### config.mk
export PLATFORM = sky130hd
export DESIGN_NAME = rtc_match_top
export DESIGN_NICKNAME = d
export VERILOG_FILES = /design/src/rtl/rtc_pkg.sv /design/src/rtl/rtc_counter.sv /design/src/rtl/rtc_alarm.sv /design/src/rtl/rtc_regif.sv /design/src/rtl/rtc_match_top.sv
export SDC_FILE = /design/constraint.sdc
export NUM_CORES = 1
export LEC_CHECK = 0
export ABC_AREA = 1
export BUFFER_PORTS_ARGS = -buffer_cell sky130_fd_sc_hd__buf_2
export CORE_MARGIN = 10
export CORE_UTILIZATION = 30
export CTS_BUF_LIST = sky130_fd_sc_hd__clkbuf_4
export DETAILED_ROUTE_END_ITERATION = 8
export GPL_TIMING_DRIVEN = 0
export SLEW_MARGIN = 25
export SYNTH_ARGS = -nofsm -noshare
export SYNTH_HDL_FRONTEND = slang
export SYNTH_SLANG_ARGS = --single-unit
### constraint.sdc
create_clock -name clk -period 1.8 [get_ports clk]
set_clock_uncertainty 0.1 [all_clocks]
set_input_delay 0.27 -clock clk [delete_from_list [all_inputs] [get_ports clk]]
set_output_delay 0.27 -clock clk [all_outputs]
set_load 0.05 [all_outputs]
### src/rtl/rtc_pkg.sv
package rtc_pkg;

    localparam int RTC_AW = 2;

    typedef enum logic [RTC_AW-1:0] {
        RA_TIME  = 2'd0,
        RA_ALARM = 2'd1,
        RA_CTRL  = 2'd2,
        RA_CLEAR = 2'd3
    } rtc_addr_e;

    typedef struct packed {
        logic time_we;
        logic alarm_we;
        logic ctrl_we;
        logic clear_we;
    } rtc_wr_t;

    function automatic logic [31:0] ctrl_word(input logic en, input logic st);
        ctrl_word = {30'd0, st, en};
    endfunction

endpackage

### src/rtl/rtc_counter.sv
module rtc_counter #(
    parameter int TW = 32
) (
    input  logic          clk,
    input  logic          por,
    input  logic          ld,
    input  logic [TW-1:0] ld_val,
    input  logic          tick,
    output logic [TW-1:0] cnt_q,
    output logic          upd_q
);
    localparam logic [TW-1:0] ONE = TW'(1);

    always_ff @(posedge clk) begin
        if (por) begin
            cnt_q <= '0;
            upd_q <= 1'b0;
        end else begin
            upd_q <= ld | tick;
            if (ld)
                cnt_q <= ld_val;
            else if (tick)
                cnt_q <= cnt_q + ONE;
        end
    end
endmodule

### src/rtl/rtc_alarm.sv
module rtc_alarm #(
    parameter int TW = 32
) (
    input  logic          clk,
    input  logic          por,
    input  logic          rst,
    input  logic          alarm_we,
    input  logic          ctrl_we,
    input  logic          clear_we,
    input  logic [TW-1:0] wdata,
    input  logic [TW-1:0] cnt,
    input  logic          upd,
    output logic [TW-1:0] alarm_q,
    output logic          en_q,
    output logic          stat_q
);
    logic hit;

    assign hit = upd && (cnt == alarm_q);

    always_ff @(posedge clk) begin
        if (por) begin
            alarm_q <= '0;
            en_q    <= 1'b0;
        end else begin
            if (alarm_we) alarm_q <= wdata;
            if (ctrl_we)  en_q    <= wdata[0];
        end
    end

    always_ff @(posedge clk) begin
        if (por || rst)
            stat_q <= 1'b0;
        else if (hit)
            stat_q <= 1'b1;
        else if (clear_we)
            stat_q <= 1'b0;
    end
endmodule

### src/rtl/rtc_regif.sv
module rtc_regif #(
    parameter int TW = 32
) (
    input  logic                  clk,
    input  logic                  por,
    input  logic                  rst,
    input  logic                  wr_en,
    input  logic                  rd_en,
    input  logic [rtc_pkg::RTC_AW-1:0] addr,
    input  logic [TW-1:0]         time_q,
    input  logic [TW-1:0]         alarm_q,
    input  logic                  en_q,
    input  logic                  stat_q,
    output rtc_pkg::rtc_wr_t      wr,
    output logic [TW-1:0]         rdata
);
    import rtc_pkg::*;

    rtc_addr_e    sel;
    logic [TW-1:0] rmux;

    assign sel = rtc_addr_e'(addr);

    always_comb begin
        wr.time_we  = wr_en && (sel == RA_TIME);
        wr.alarm_we = wr_en && (sel == RA_ALARM);
        wr.ctrl_we  = wr_en && (sel == RA_CTRL);
        wr.clear_we = wr_en && (sel == RA_CLEAR);
    end

    always_comb begin
        case (sel)
            RA_TIME:  rmux = time_q;
            RA_ALARM: rmux = alarm_q;
            RA_CTRL:  rmux = TW'(ctrl_word(en_q, stat_q));
            default:  rmux = '0;
        endcase
    end

    always_ff @(posedge clk) begin
        if (por || rst)
            rdata <= '0;
        else if (rd_en)
            rdata <= rmux;
    end
endmodule

### src/rtl/rtc_match_top.sv
module rtc_match_top #(
    parameter int TW = 32
) (
    input  logic          clk,
    input  logic          por,
    input  logic          rst,
    input  logic          tick,
    input  logic          wr_en,
    input  logic          rd_en,
    input  logic [1:0]    addr,
    input  logic [TW-1:0] wdata,
    output logic [TW-1:0] rdata,
    output logic          irq
);
    rtc_pkg::rtc_wr_t wr;
    logic [TW-1:0]    time_q;
    logic [TW-1:0]    alarm_q;
    logic             upd_q;
    logic             en_q;
    logic             stat_q;

    rtc_regif #(.TW(TW)) u_regif (
        .clk(clk), .por(por), .rst(rst), .wr_en(wr_en), .rd_en(rd_en),
        .addr(addr), .time_q(time_q), .alarm_q(alarm_q), .en_q(en_q),
        .stat_q(stat_q), .wr(wr), .rdata(rdata)
    );

    rtc_counter #(.TW(TW)) u_cnt (
        .clk(clk), .por(por), .ld(wr.time_we), .ld_val(wdata),
        .tick(tick), .cnt_q(time_q), .upd_q(upd_q)
    );

    rtc_alarm #(.TW(TW)) u_alarm (
        .clk(clk), .por(por), .rst(rst), .alarm_we(wr.alarm_we),
        .ctrl_we(wr.ctrl_we), .clear_we(wr.clear_we), .wdata(wdata),
        .cnt(time_q), .upd(upd_q), .alarm_q(alarm_q), .en_q(en_q),
        .stat_q(stat_q)
    );

    assign irq = stat_q & en_q;
endmodule

Word-level counts from Yosys, hierarchy flattened
Cells that the tools add are included.
Cells by class
  add/subtract/negate cells: 1
  eq/ne operators: 4
  multiplexer cells: 5
  bitwise gates (word level): 2
  reduce and logical (&&, ||, !) cells: 9
Operator list (count)
  one-hot mux 32 bit (3 select lines): 1
  two-way mux 32 bit: 2
  adder 32 x 1 -> 32 bit, second input constant: 1
  equality test 32 bit: 1
  logical AND 1 bit: 5
  equality test 2 bit, second input constant: 2
  nonzero test 2 bit: 2
  equality test 2 x 1 -> 1 bit, second input constant: 1
  logical NOT 2 bit: 1
  two-way mux 1 bit: 2
  AND 1 bit: 1
  logical OR 1 bit: 1
  OR 1 bit: 1
Storage, ports and cells
  register bits: 99
  input bits: 40
  output and inout bits: 33
  word-level logic and storage cells: 27

Depth between registers and ports, before layout
Gate-level depths: netlist (run 1).
  word-level depth: 4
  gate-level depth with buffers: 10
  depth with buffers taken out: 10

Cells and area by module
Synthesis (run 1) repeated with hierarchy kept, for this count alone.
Second synthesis, totals
  cells, all modules: 890
  area, all modules: 5688.0 um^2
Modules (own cells, without submodules)
  rtc_counter: instances 1, cells each 338, area each 2170.8 um^2, sequential area each 660.6 um^2
  rtc_regif: instances 1, cells each 284, area each 1786.7 um^2, sequential area each 640.6 um^2
  rtc_alarm: instances 1, cells each 266, area each 1722.9 um^2, sequential area each 680.7 um^2
  rtc_match_top: instances 1, cells each 2, area each 7.5 um^2, sequential area each 0.0 um^2

Least setup slack after synthesis (run 1)
Ideal clock, no wire load.
  path type: register -> register
  start point: reg u_cnt.cnt_q[0]
  end point: reg u_cnt.cnt_q[28]
  library setup time: 128 ps
  arrival: 1298 ps
  data required time: 1572 ps
  path slack: 274 ps
  stages on the path, launching flop included: 11
  path buffers: 0
  period minus slack after synthesis: 1526 ps
  cells stage by stage: dfxtp_1 -> ha_1 -> nand3_2 -> nor2_4 -> nand2_4 -> nor2_4 -> nand2_1 -> nand2_1 -> nand2_1 -> a21oi_1 -> nor2_1
Between the ends
  word-level cells in the longest chain between the ends: 3
Ends and longest elaborated chain
  start: declaration: line rtc_counter.sv:9  | output logic [TW-1:0] cnt_q,
  start signal: assignment: line rtc_counter.sv:21  | cnt_q <= ld_val;
  start signal: assignment: line rtc_counter.sv:23  | cnt_q <= cnt_q + ONE;
  adder 32 x 1 -> 32 bit: line rtc_counter.sv:23
  two-way mux 32 bit: line rtc_counter.sv:22  | else if (tick)
  two-way mux 32 bit: line rtc_counter.sv:20  | if (ld)
No other way between the ends. The select of a mux whose other input is x is not followed.
A chain may end at the register's enable or synchronous reset.

Worst setup path after layout (run 1)
  start point: reg u_cnt.cnt_q[7]
  end point: reg u_cnt.cnt_q[19]
Same word-level chain as after synthesis.

==> out/results.ini, run 1 <==
[floorplanning]
row_count=49
die_area_sq_mm=0.0242
die_y_microns=156
num_io_pins=73
die_w_microns=156
core-area_sq_mm=0.0180
start_util_pct=30.6

[global_routing]
grt_use_total_pct=15.8
grt_pass1_vias=5551
gr-total-overflow=0
grt_start_max_net_pins=16
antenna_found_initial=2
grt_pass1_wl_microns=30200

[logic_synthesis]
yosys.area_share.simple_pct=28.1
synth_area_per_cell_sq_um=6.36
synthMuxAreaShare_pct=0
syn_area_sq_mm=0.00551
synth_compound_area_share_pct=19.5
synthXorXnorAreaFrac_pct=3.34
synth.distinct_cells=31
ys_seq_area_share_pct=36.0
synth-adder-area-share_pct=0.227
synth_top_family_by_area=simple AND/OR/NAND/NOR gates
synth_warnings=0
syn-num-nets=908
postSynthCellCount=867
yosys_register_bits=99

[setup_path]
r2r_cells=8
cp.arrival_ns=1.93
crit_required_ns=2.04
path_buf_inv=0
critical-path-max-stage-delay_ns=0.43
endpoint_kind=flop
slowest_stage=dfxtp_1
crit_start=u_cnt.cnt_q[7]$_SDFFE_PP0P_
cpMostUsedCell=nand2_1
crit_cells=8
crit_fanout=6
cp-start-kind=flop
crit_family=simple AND/OR/NAND/NOR gates
timing.rr.start=u_cnt.cnt_q[7]$_SDFFE_PP0P_
crit_chain=nand2_1 > nor2_1 > nand2_1 > nor2_4 > nand2_1 > xor2_1 > nand2_1 > a21oi_1
worstSetupPathType=reg2reg

[sta]
drv_slew=0
worst_pin_slew_ns=0.637
slew_headroom_pct=57.5
whs_ns=0.00916
post-route-min-period_ns=1.68
final_hold_viol_count=0
final-setup-viol-count=0
period_share_pct=93.5
worst_slack_ns=0.117
rsz0062_at_grt=yes
fmax_mhz=594
tns_ns=0

[clocking]
clk_pin_slew_ns=0.16
cts.sinks=99
cts_made_buffers=9
htree_levels=3
insertion_delay_ns=0.48
clockBufferDepth=2
cts_tree=built
cts_root_buf=clkbuf_4

[final_layout]
final_area_sq_mm=0.00645
final_cell_count_no_fill=1196
seqCellArea_sq_mm=0.00201
multi_input_area_sq_mm=0.00284
layout-drive-gt1-share_pct=15.4
nets=1002
final_util_pct=35.8
areaGrowthSynthToFinish_pct=17.0
n_fill_cell=2012

[hold_path]
min-delay-start=wdata[22]
hold_path.class=in2reg
hold_depth=3

[placement]
placed_area_sq_mm=0.00615
numPortBuffers=70
placedCellCount=1166
hpwl_microns=15300
pre_cts_ws_ns=-0.0392
gp_congestion=0.932

[route]
vias_per_cell=4.77
drt-total-wl_microns=19300
ant_nets=0
drc=0
via_count=5707
first_iter_violations=450
wl_per_cell_microns=16.1
drtPass1Iterations=5

[pwr]
irDropWorstVdd_uv=285
total_power_mw=4.37
cellLeakagePower_nw=2.85
p_per_area_mw_per_mm2=678

[run]
drv_cap=0

[outcome]
status=completed

worst register-to-register path: cells and delay by family, from the launching register on:
family | cells | cell delay [ns]
and+or+nand+nor | 6 | 0.82
DFF | 1 | 0.43
xor gates and xnor gates | 1 | 0.15
AOI/OAI and AO/OA | 1 | 0.05
cells in the mapped netlist:
master / n / area [sq um]
nand2_1: 197 / 739
inv_1: 142 / 533
nor2_1: 105 / 394
dfxtp_1: 99 / 1980
o21ai_0: 78 / 390
a21oi_1: 58 / 290
o22ai_1: 34 / 213
nand3_1: 27 / 135
clkbuf_1: 23 / 86.3
o21ai_1: 17 / 85.1
xor2_1: 16 / 140
buf_2: 11 / 55.1
nor2_4: 10 / 113
a31oi_1: 6 / 37.5
nand4_1: 5 / 31.3
nor2_2: 5 / 31.3
xnor2_1: 5 / 43.8
inv_2: 4 / 15.0
nand2_2: 4 / 25.0
a21oi_2: 3 / 26.3
nand2_4: 3 / 33.8
buf_1: 2 / 7.51
nand3_2: 2 / 20.0
nor3_1: 2 / 10.0
o211ai_1: 2 / 15.0
o221ai_1: 2 / 17.5
buf_4: 1 / 7.51
clkinv_1: 1 / 3.75
ha_1: 1 / 12.5
nor3_2: 1 / 10.0
or2_2: 1 / 6.26
flip-flops by register name, summed over array words and instances, names as in the netlist:
register,cells
u_alarm.alarm_q,32
u_alarm.en_q,1
u_alarm.stat_q,1
u_cnt.cnt_q,32
u_cnt.upd_q,1
u_regif.rdata,32
what timing repair did:
item                                   in CTS  in global routing
resized for setup                           1                 19
endpoints found under the hold margin      12                  1
hold buffers                               10                  1
pin swaps                                   0                  3
setup endpoints to repair                   1                 17
buffers inserted                            0                  2
area by class of cell:
type                       instances  area share (%)
clock inverter                     5           0.854
clock buffer                      10            1.16
tap                              229            4.44
multi-input combinational        584            44.0
inverter                         147            8.56
timing repair buffer              83            7.38
buffer                            37            2.43
antenna                            2          0.0776
sequential                        99            31.1
cells in the final DEF (no fill, tap or decap), types with 3 or more instances in the layout:
| cell type | instances |
|---|---|
| a21oi_1 | 58 |
| a21oi_2 | 3 |
| a31oi_1 | 6 |
| buf_2 | 81 |
| buf_4 | 3 |
| clkbuf_1 | 23 |
| clkbuf_4 | 10 |
| dfxtp_1 | 84 |
| dfxtp_2 | 13 |
| dlygate4sd3_1 | 11 |
| inv_1 | 142 |
| inv_2 | 4 |
| nand2_1 | 197 |
| nand2_2 | 4 |
| nand2_4 | 3 |
| nand3_1 | 27 |
| nand4_1 | 5 |
| nor2_1 | 104 |
| nor2_2 | 6 |
| nor2_4 | 10 |
| o21ai_0 | 78 |
| o21ai_1 | 17 |
| o22ai_1 | 34 |
| xnor2_1 | 5 |
| xor2_1 | 16 |
report_power, final:
part / switching [mW] / total, mW / leakage (nW) / internal [mW]
combinational: 0.531 / 0.779 / 1.97 / 0.248
clock: 0.790 / 1.22 / 0.0683 / 0.428
sequential: 0.0869 / 2.38 / 0.815 / 2.29
metal layers:
layer / wire, microns / part of all wire (%) / track usage, % / vias to the layer above
li1: - / - / - / 2920
met1: 8410 / 44 / 20.1 / 2532
met2: 8780 / 46 / 26.0 / 221
met3: 1520 / 7.9 / 2.67 / 34
met4: 546 / 2.8 / 6.11 / 0
met5: 0 / 0 / 0 / -
cells by family (layout without fill, tap and decap cells):
logic type	after synthesis	after routing
other cells	0	2
buf+inv	184	282
fa+ha+maj	1	1
xor+xnor	21	21
simple gates	362	362
flops	99	99
compound gates	200	200
path summary, 6_finish.rpt:
path,slack [ns],to
hold / removal,0.009,u_alarm.alarm_q[22]$_SDFFE_PP0P_
setup reg to reg,0.12,u_cnt.cnt_q[19]$_SDFFE_PP0P_
setup / recovery,0.12,u_cnt.cnt_q[19]$_SDFFE_PP0P_
hold reg to reg,0.38,u_regif.rdata[0]$_SDFFE_PP0P_
Power figures use the tool's default switching activity.
==> inputs of run 2 (changes only) <==
Settings changed: CELL_PAD_IN_SITES_DETAIL_PLACEMENT set to 0, CELL_PAD_IN_SITES_GLOBAL_PLACEMENT set to 1, PLACE_DENSITY_LB_ADDON set to 0.1.
==> run 2 against run 1 <==
Global-route usage rose by 1.9 points; hold slack gained 0.011 ns; flip-flop and latch count stayed put; die area is the same; combinational power up 4.5%; routed wire length up 13%; power increased by 2.0%; sequential power about the same; critical path type unchanged; largest cell class unchanged.
==> out/results.ini, run 2 (synthesized netlist as in run 1, its figures left out) <==
[floorplanning]
die_w_microns=156
num_io_pins=73
row_count=49
die_y_microns=156
core-area_sq_mm=0.0180
die_area_sq_mm=0.0242
start_util_pct=30.6

[global_routing]
gr-total-overflow=0
grt_start_max_net_pins=17
antenna_found_initial=1
grt_use_total_pct=17.7
grt_pass1_vias=5514
grt_pass1_wl_microns=33000

[clocking]
clockBufferDepth=2
cts.sinks=99
clk_pin_slew_ns=0.17
cts_made_buffers=9
cts_root_buf=clkbuf_4
insertion_delay_ns=0.49
htree_levels=3
cts_tree=built

[hold_path]
hold_path.class=in2reg
hold_depth=3
min_to=u_alarm.alarm_q[29]$_SDFFE_PP0P_
min-delay-start=wdata[29]

[sta]
worst_slack_ns=0.120
tns_ns=0
fmax_mhz=595
final-setup-viol-count=0
whs_ns=0.0198
final_hold_viol_count=0
drv_slew=0
post-route-min-period_ns=1.68
worst_pin_slew_ns=0.672
period_share_pct=93.4
slew_headroom_pct=55.2

[setup_path]
timing.rr.end=u_cnt.cnt_q[22]$_SDFFE_PP0P_
crit_fanout=4
timing.rr.start=u_cnt.cnt_q[0]$_SDFFE_PP0P_
endpoint_kind=flop
worstSetupPathType=reg2reg
cp-start-kind=flop
cp.arrival_ns=1.95
r2r_cells=9
crit_required_ns=2.07
ff2ff_setup_slack_ns=0.12

[route]
via_count=5701
drc=0
vias_per_cell=4.71
wl_per_cell_microns=17.9
ant_nets=0
drt-total-wl_microns=21700
first_iter_violations=447
drtPass1Iterations=5

[final_layout]
nets=1016
final_cell_mix=nand2_1 (197), inv_1 (142), nor2_1 (102)
n_fill_cell=2103
seqCellArea_sq_mm=0.00202
final_util_pct=36.7
multi_input_area_sq_mm=0.00286
areaGrowthSynthToFinish_pct=20.0
layout_commonest_cell=nand2_1
layout-drive-gt1-share_pct=16.7
final_cell_count_no_fill=1210
final_area_sq_mm=0.00662
top_regs=u_alarm.alarm_q x32, u_cnt.cnt_q x32, u_regif.rdata x32

[pwr]
cellLeakagePower_nw=2.91
irDropWorstVdd_uv=261
total_power_mw=4.46
p_per_area_mw_per_mm2=674

[run]
drv_cap=0

[placement]
numPortBuffers=70
placedCellCount=1166
placed_area_sq_mm=0.00615
pre_cts_ws_ns=-0.102
gp_congestion=0.858
hpwl_microns=17300

[outcome]
status=completed

## run 2: cell count changes in the layout (fill, tap and decap cells not counted), moves of 3 or more
cell           previous run  this run
dlygate4sd3_1            11        22
dfxtp_1                  84        76
dfxtp_2                  13        20
buf_4                     3         6
## run 2: area by class of cell
cell class / count / area share [%]
Clock buffer: 9 / 1.02
Tap cell: 229 / 4.33
Multi-Input combinational cell: 584 / 43.2
Inverter: 147 / 8.34
Buffer: 37 / 2.36
Clock inverter: 7 / 1.04
Timing Repair Buffer: 97 / 9.19
Antenna cell: 1 / 0.0378
Sequential cell: 99 / 30.5
## run 2: worst max path at each step
stage,startpoint,endpoint,slack (ns),cells past startpoint
final,u_cnt.cnt_q[0]$_SDFFE_PP0P_,u_cnt.cnt_q[22]$_SDFFE_PP0P_,0.12,9
after detailed placement,u_cnt.cnt_q[0]$_SDFFE_PP0P_,u_cnt.cnt_q[22]$_SDFFE_PP0P_,-0.10,9
after floorplan,u_cnt.cnt_q[0]$_SDFFE_PP0P_,u_cnt.cnt_q[28]$_SDFFE_PP0P_,0.27,10
after CTS,u_cnt.cnt_q[1]$_SDFFE_PP0P_,u_cnt.cnt_q[22]$_SDFFE_PP0P_,0.004,9
after global placement,u_cnt.cnt_q[0]$_SDFFE_PP0P_,u_cnt.cnt_q[22]$_SDFFE_PP0P_,-0.09,9
after global routing,u_cnt.cnt_q[8]$_SDFFE_PP0P_,u_cnt.cnt_q[19]$_SDFFE_PP0P_,-0.006,8
## run 2: power by group
part	internal (mW)	leakage [nW]	switching, mW
logic	0.264	2.03	0.550
clock network	0.415	0.0616	0.849
registers	2.29	0.819	0.0921
## run 2: repair_timing
| item | CTS | global route |
|---|---|---|
| resized for setup | 3 | 31 |
| setup endpoints to repair | 3 | 21 |
| pin swaps | 0 | 5 |
| buffers inserted | 0 | 5 |
| endpoints found under the hold margin | 26 | 0 |
| hold buffers | 22 | 0 |
## run 2: worst max-delay path, stage by stage, from the launching register on
cell and delay (ns):
dfxtp_4 0.41, ha_4 0.16, nand2_1 0.05, nor2_1 0.14, nand2_1 0.11, nor2_2 0.22
nand2_1 0.11, xor2_1 0.15, nand2_1 0.06, a21oi_1 0.05
## run 2: routing by layer
| metal | vias up | track usage, % | share of wire, % |
|---|---|---|---|
| li1 | 2956 | - | - |
| met1 | 2617 | 25.2 | 51 |
| met2 | 112 | 27.4 | 44 |
| met3 | 16 | 2.54 | 4.6 |
| met4 | 0 | 4.23 | 1.1 |
| met5 | - | 0 | 0 |
